--- config.mk ---
export PLATFORM = sky130hd
export DESIGN_NAME = byte_pair_swap
export DESIGN_NICKNAME = d
export VERILOG_FILES = /design/src/rtl/bps_pkg.sv /design/src/rtl/bps_rst_sync.sv /design/src/rtl/bps_pos_tracker.sv /design/src/rtl/bps_pair_classifier.sv /design/src/rtl/bps_swap_writer.sv /design/src/rtl/byte_pair_swap.sv
export SDC_FILE = /design/constraint.sdc
export NUM_CORES = 1
export LEC_CHECK = 0
export BUFFER_PORTS_ARGS = -buffer_cell sky130_fd_sc_hd__buf_4
export CAP_MARGIN = 15
export CORE_MARGIN = 4
export CORE_UTILIZATION = 50
export DETAILED_ROUTE_END_ITERATION = 8
export PLACE_DENSITY = 0.73
export SETUP_SLACK_MARGIN = 0.15
export SYNTH_ARGS = -nofsm -noshare
export SYNTH_HDL_FRONTEND = slang
export SYNTH_HIERARCHICAL = 1
export SYNTH_SLANG_ARGS = --single-unit
export TNS_END_PERCENT = 10
--- constraint.sdc ---
create_clock -name clk -period 3.2 [get_ports clk]
set_input_delay 0.64 -clock clk [delete_from_list [all_inputs] [get_ports clk]]
set_output_delay 0.64 -clock clk [all_outputs]
set_load 0.05 [all_outputs]
--- src/rtl/bps_pkg.sv ---
package bps_pkg;
  // Role of the current byte in a word
  typedef enum logic [1:0] {
    K_SINGLE = 2'd0,  // stored directly at its own position
    K_HOLD   = 2'd1,  // first byte of a word, kept until its partner arrives
    K_PAIR   = 2'd2   // second byte of a word, completes the swap
  } kind_e;
endpackage

--- src/rtl/bps_rst_sync.sv ---
module bps_rst_sync (
  input  logic clk,
  input  logic rst_n,
  output logic rst_n_sync
);
  logic [1:0] sync_q;

  always_ff @(posedge clk or negedge rst_n) begin
    if (!rst_n) sync_q <= 2'b00;
    else        sync_q <= {sync_q[0], 1'b1};
  end

  assign rst_n_sync = sync_q[1];
endmodule

--- src/rtl/bps_pos_tracker.sv ---
module bps_pos_tracker #(
  parameter int LEN_W  = 4,
  parameter int ADDR_W = 8
) (
  input  logic              clk,
  input  logic              rst_n,
  input  logic              start,
  input  logic              valid,
  input  logic              in_swap,
  input  logic              in_odd,
  input  logic [LEN_W-1:0]  in_len,
  input  logic [ADDR_W-1:0] in_base,
  output logic              accept,
  output logic [LEN_W-1:0]  pos,
  output logic              swap,
  output logic              odd,
  output logic [LEN_W-1:0]  len,
  output logic [ADDR_W-1:0] base
);
  logic [LEN_W-1:0]  pos_q, pos_d, len_q;
  logic [ADDR_W-1:0] base_q;
  logic              swap_q, odd_q;
  logic              pos_ld;

  // Effective settings for this cycle: the start pulse takes the new ones at once
  always_comb begin
    swap   = start ? in_swap : swap_q;
    odd    = start ? in_odd  : odd_q;
    len    = start ? in_len  : len_q;
    base   = start ? in_base : base_q;
    pos    = start ? '0      : pos_q;
    accept = valid && (pos < len);
    pos_d  = accept ? pos + 1'b1 : pos;
    pos_ld = start || accept;
  end

  always_ff @(posedge clk or negedge rst_n) begin
    if (!rst_n) begin
      pos_q  <= '0;
      len_q  <= '0;
      base_q <= '0;
      swap_q <= 1'b0;
      odd_q  <= 1'b0;
    end else begin
      if (pos_ld) pos_q <= pos_d;
      if (start) begin
        len_q  <= in_len;
        base_q <= in_base;
        swap_q <= in_swap;
        odd_q  <= in_odd;
      end
    end
  end

  // The position never passes the latched count
  assert_pos_in_window_R5: assert property (@(posedge clk) disable iff (!rst_n)
    pos_q <= len_q);

  // A start pulse puts the position back at 0, or 1 if a byte came with it
  assert_start_rewinds_R6: assert property (@(posedge clk) disable iff (!rst_n)
    start |=> (pos_q <= 1));

  // Settings hold still between start pulses
  assert_cfg_frozen_R8: assert property (@(posedge clk) disable iff (!rst_n)
    !start |=> (len_q == $past(len_q)) && (base_q == $past(base_q)));
endmodule

--- src/rtl/bps_pair_classifier.sv ---
module bps_pair_classifier #(
  parameter int LEN_W = 4
) (
  input  logic              clk,
  input  logic              rst_n,
  input  logic              swap,
  input  logic              odd,
  input  logic [LEN_W-1:0]  pos,
  input  logic [LEN_W-1:0]  len,
  output bps_pkg::kind_e    kind
);
  import bps_pkg::*;

  logic           lead_slot;
  logic           has_next;
  logic [LEN_W:0] pos_nx;

  always_comb begin
    pos_nx    = {1'b0, pos} + 1'b1;
    lead_slot = (pos[0] == odd);
    has_next  = pos_nx < {1'b0, len};
    if (!swap)                      kind = K_SINGLE;
    else if (lead_slot && has_next) kind = K_HOLD;
    else if (!lead_slot && (pos != '0)) kind = K_PAIR;
    else                            kind = K_SINGLE;
  end

  // Bytes are only held or paired while swapping is on
  assert_no_pairing_unswapped_R3: assert property (@(posedge clk) disable iff (!rst_n)
    (kind != K_SINGLE) |-> swap);
endmodule

--- src/rtl/bps_swap_writer.sv ---
module bps_swap_writer #(
  parameter int LEN_W  = 4,
  parameter int ADDR_W = 8,
  parameter int DATA_W = 8
) (
  input  logic                clk,
  input  logic                rst_n,
  input  logic                start,
  input  logic                accept,
  input  bps_pkg::kind_e      kind,
  input  logic [DATA_W-1:0]   din,
  input  logic [LEN_W-1:0]    pos,
  input  logic [ADDR_W-1:0]   base,
  output logic [1:0]          we,
  output logic [ADDR_W-1:0]   addr,
  output logic [2*DATA_W-1:0] wdata
);
  import bps_pkg::*;

  logic [DATA_W-1:0]   hold_q;
  logic                hold_vld_q, hold_vld_d;
  logic                hold_ld;
  logic [1:0]          we_d;
  logic [ADDR_W-1:0]   addr_d, pos_addr;
  logic [2*DATA_W-1:0] wdata_d;

  always_comb begin
    pos_addr = base + ADDR_W'(pos);
    hold_ld  = accept && (kind == K_HOLD);
    we_d     = 2'b00;
    addr_d   = pos_addr;
    wdata_d  = {{DATA_W{1'b0}}, din};
    if (accept) begin
      unique case (kind)
        K_PAIR: begin
          we_d    = 2'b11;
          addr_d  = pos_addr - 1'b1;
          wdata_d = {hold_q, din};
        end
        K_SINGLE: we_d = 2'b01;
        default:  we_d = 2'b00;
      endcase
    end
    if (hold_ld)                                 hold_vld_d = 1'b1;
    else if (start || (accept && kind == K_PAIR)) hold_vld_d = 1'b0;
    else                                         hold_vld_d = hold_vld_q;
  end

  always_ff @(posedge clk or negedge rst_n) begin
    if (!rst_n) begin
      hold_q     <= '0;
      hold_vld_q <= 1'b0;
      we         <= 2'b00;
      addr       <= '0;
      wdata      <= '0;
    end else begin
      hold_vld_q <= hold_vld_d;
      we         <= we_d;
      if (hold_ld) hold_q <= din;
      if (accept) begin
        addr  <= addr_d;
        wdata <= wdata_d;
      end
    end
  end

  // A word completes only over a byte held in this transaction
  assert_pair_has_partner_R6: assert property (@(posedge clk) disable iff (!rst_n)
    (accept && kind == K_PAIR) |-> hold_vld_q);

  // A completed word drives both lanes in the next cycle
  assert_pair_both_lanes_R7: assert property (@(posedge clk) disable iff (!rst_n)
    (accept && kind == K_PAIR) |=> (we == 2'b11));

  // No write without an accepted byte
  assert_no_write_idle_R5: assert property (@(posedge clk) disable iff (!rst_n)
    !accept |=> (we == 2'b00));
endmodule

--- src/rtl/byte_pair_swap.sv ---
module byte_pair_swap #(
  parameter int LEN_W  = 4,
  parameter int ADDR_W = 8,
  parameter int DATA_W = 8
) (
  input  logic                clk,
  input  logic                rst_n,
  input  logic                txn_start,
  input  logic                rx_valid,
  input  logic [DATA_W-1:0]   rx_byte,
  input  logic                cfg_swap,
  input  logic                cfg_odd_grp,
  input  logic [LEN_W-1:0]    cfg_len,
  input  logic [ADDR_W-1:0]   cfg_base,
  output logic [1:0]          buf_we,
  output logic [ADDR_W-1:0]   buf_addr,
  output logic [2*DATA_W-1:0] buf_wdata
);
  import bps_pkg::*;

  logic              rst_n_s;
  logic              accept, swap, odd;
  logic [LEN_W-1:0]  pos, len;
  logic [ADDR_W-1:0] base;
  kind_e             kind;

  bps_rst_sync u_rst (
    .clk(clk), .rst_n(rst_n), .rst_n_sync(rst_n_s)
  );

  bps_pos_tracker #(.LEN_W(LEN_W), .ADDR_W(ADDR_W)) u_trk (
    .clk(clk), .rst_n(rst_n_s), .start(txn_start), .valid(rx_valid),
    .in_swap(cfg_swap), .in_odd(cfg_odd_grp), .in_len(cfg_len), .in_base(cfg_base),
    .accept(accept), .pos(pos), .swap(swap), .odd(odd), .len(len), .base(base)
  );

  bps_pair_classifier #(.LEN_W(LEN_W)) u_cls (
    .clk(clk), .rst_n(rst_n_s), .swap(swap), .odd(odd), .pos(pos), .len(len),
    .kind(kind)
  );

  bps_swap_writer #(.LEN_W(LEN_W), .ADDR_W(ADDR_W), .DATA_W(DATA_W)) u_wr (
    .clk(clk), .rst_n(rst_n_s), .start(txn_start), .accept(accept), .kind(kind),
    .din(rx_byte), .pos(pos), .base(base),
    .we(buf_we), .addr(buf_addr), .wdata(buf_wdata)
  );

  // Lane 1 never writes alone
  assert_lane1_with_lane0_R7: assert property (@(posedge clk) disable iff (!rst_n_s)
    buf_we[1] |-> buf_we[0]);
endmodule

==> out/qor.csv <==
metric,value,unit
Power Dens Cells,601,mW/mm²
top-count cell post-synth,dfrtp_1,
Core Area,0.00524,mm²
vias in the first global route,1854,
Nets,335,
RSZ-0062 raised after global routing,false,
synthesized instance count,236,
leakage power figure,1.58,nW
Tightest Pin Transition,0.672,ns
Final Max Slew Viols,0,
clock skew,0.0118,ns
Yosys top cell area share,48.9,%
initial antenna violation count,0,
first-pass GRT wire length,8530,µm
gr ovfl total,0,
Routed WL per cell,14.1,µm
final setup violation count,0,
Initial Utilization,52.7,%
warnings from Yosys,6,
die area,0.00678,mm²
GP Congestion,0.823,
Root Driver,clkbuf_8,
Synth top cells by count,"54 x dfrtp_1, 29 x mux2_2, 26 x inv_1, 13 x ha_1, 13 x o21ai_0",
synthesized area,0.00276,mm²
Hold Buf Count CTS,0,
worst min path class,in2async,
area delta synth->final,22.5,%
cts repair resizes,0,
fin cells,366,
Crit Path Max Fanout,18,
Critical Path RT,3.39,ns
Async SR Flop Fraction,100,%
Horiz. Die Dim,82.3,µm
htree depth,2,
fillcell total,432,
hold_ws,0.0966,ns
largest net degree at the start of global routing,32,
Final Hold Fails,0,
"Primary FF master, synth",dfrtp_1,
final WL,5160,µm
I/O pin cnt,52,
First-pass DRT Iterations,4,
"EDFF count, synth",0,
share of cells above drive strength 1,37.8,%
CTS tree,yes,
clock slew at reported path FFs,0.09,ns
fmax,0.358,GHz
DR DRC count,0,
Worst-Skew Late Latency,0.31,ns
count of input and output buffers,51,
number of routed nets with antenna violations,0,
syn_nets,276,
slew margin rel.,55.2,%
row cnt,26,
WS Path Type,in2reg,
clk sink count,54,
TritonCTS Buffers,5,
Clock Path Buffers,2,
CP Capture Type,flop,
worst vdd ir,0.345,mV
Final period util,87.2,%
Placed Cells,358,
total track usage,16.6,%
Vias/cell,5.07,
startpoint types,input pin,
post-place instance area,0.00327,mm²
DR iter-0 viols,55,
DP HPWL,3970,µm
cell taking the most area after synthesis,dfrtp_1,
total of max-cap violations,0,
"top cells by area, synth","dfrtp_1 49%, mux2_2 12%, ha_1 5.9%",
Yosys cell types,44,
# Post-CTS Setup Buffers,0,
status,"finished, final reports clean",
via count,1855,
final instance area,0.00338,mm²
sequential area share after synthesis,48.9,%
setup_tns,0,ns
Die Ht,82.3,µm
Syn Area/Cell,11.7,µm²
Ant. Diodes,0,
Synth Register Bits,54,
Tmin final,2.79,ns
CP arrival,2.98,ns
[cell usage in the layout, fill, tap and decap left out, drive strengths merged, types with 2 or more instances in the layout]
cell and count:
a211oi 3, a21oi 5, and3 2, buf 61
clkbuf 5, dfrtp 54, ha 13, inv 27
mux2 31, mux2i 4, nand2 11, nand3 3
nor2 7, nor2b 8, o2111ai 4, o211ai 6
o21a 4, o21ai 14, xnor2 12, xor2 5
[path summary, 6_finish.rpt]
kind	start	end	slack, ns	cells after the start
setup / recovery	txn_start	u_wr/addr[6]	0.41	12
hold / removal	rst_n	u_rst/sync_q[1]	0.1	1
setup reg to reg	u_trk/pos_q[0]	u_wr/addr[6]	0.52	11
hold reg to reg	u_rst/sync_q[1]	u_wr/wdata[1]	0.30	0
max in group asynchronous	u_rst/sync_q[1]	u_trk/swap_q	2.15	1
min in group clk	u_rst/sync_q[0]	u_rst/sync_q[1]	0.36	0
[layer usage]
layer  global-route usage [%]  wire, µm  vias up
met5                        0         0        -
met4                     6.31       111        0
met3                     3.36       167        8
met2                     27.1      2530       34
met1                     21.8      2360      892
li1                         -         -      921
[flip-flops by register name, indices dropped and copies added (netlist names), 2 cells and up]
register and flops:
u_wr/wdata 16, u_trk/base_q 8, u_wr/we 2, u_wr/addr 8, u_rst/sync_q 2, u_trk/pos_q 4
u_trk/len_q 4, u_wr/hold_q 8
[critical path, stage by stage]
cell      delay [ns]
buf_4           0.18
nor2b_2         0.27
ha_1            0.25
xor2_1          0.17
ha_1            0.19
o21a_1          0.14
a21oi_2         0.07
nor2b_1         0.23
and3_1          0.27
o211ai_1        0.12
xor2_1          0.17
mux2_2          0.28
[logic make-up after synthesis]
family / count (synthesis) / share of synthesized area (%)
other cells: 1 / 0.136
simple gates: 39 / 7.74
fa+ha+maj: 14 / 6.61
compound gates: 41 / 11.0
flops: 54 / 48.9
buf+inv: 35 / 5.21
xor+xnor: 17 / 6.07
mux: 35 / 14.4
[power breakdown]
part	leakage, nW	switching (W)	total, W	internal, W
clock network	0.0587	0.000234	0.000471	0.000238
registers	0.658	0.0000673	0.000880	0.000813
logic	0.861	0.000404	0.000682	0.000278
[per-stage QoR]
step           total power, W  utilization (%)  setup slack [ns]
2_1_floorplan         0.00138                -             0.150
3_5_place_dp          0.00159             62.4             0.108
3_3_place_gp          0.00157             62.4             0.137
5_1_grt               0.00214             64.6             0.233
6_report              0.00203             64.6             0.409
4_1_cts               0.00206             64.6             0.431
[area by class of cell]
class / count / area (µm²) / share of cell area [%]
clock buffer: 5 / 68.8 / 2.03
sequential: 54 / 1350 / 40.0
inverter: 26 / 97.6 / 2.88
tap: 70 / 87.6 / 2.59
timing repair buffer: 61 / 458 / 13.5
clock inverter: 3 / 47.5 / 1.40
multi-input combinational: 147 / 1270 / 37.6
No activity file was read; power rests on OpenSTA's default activity.
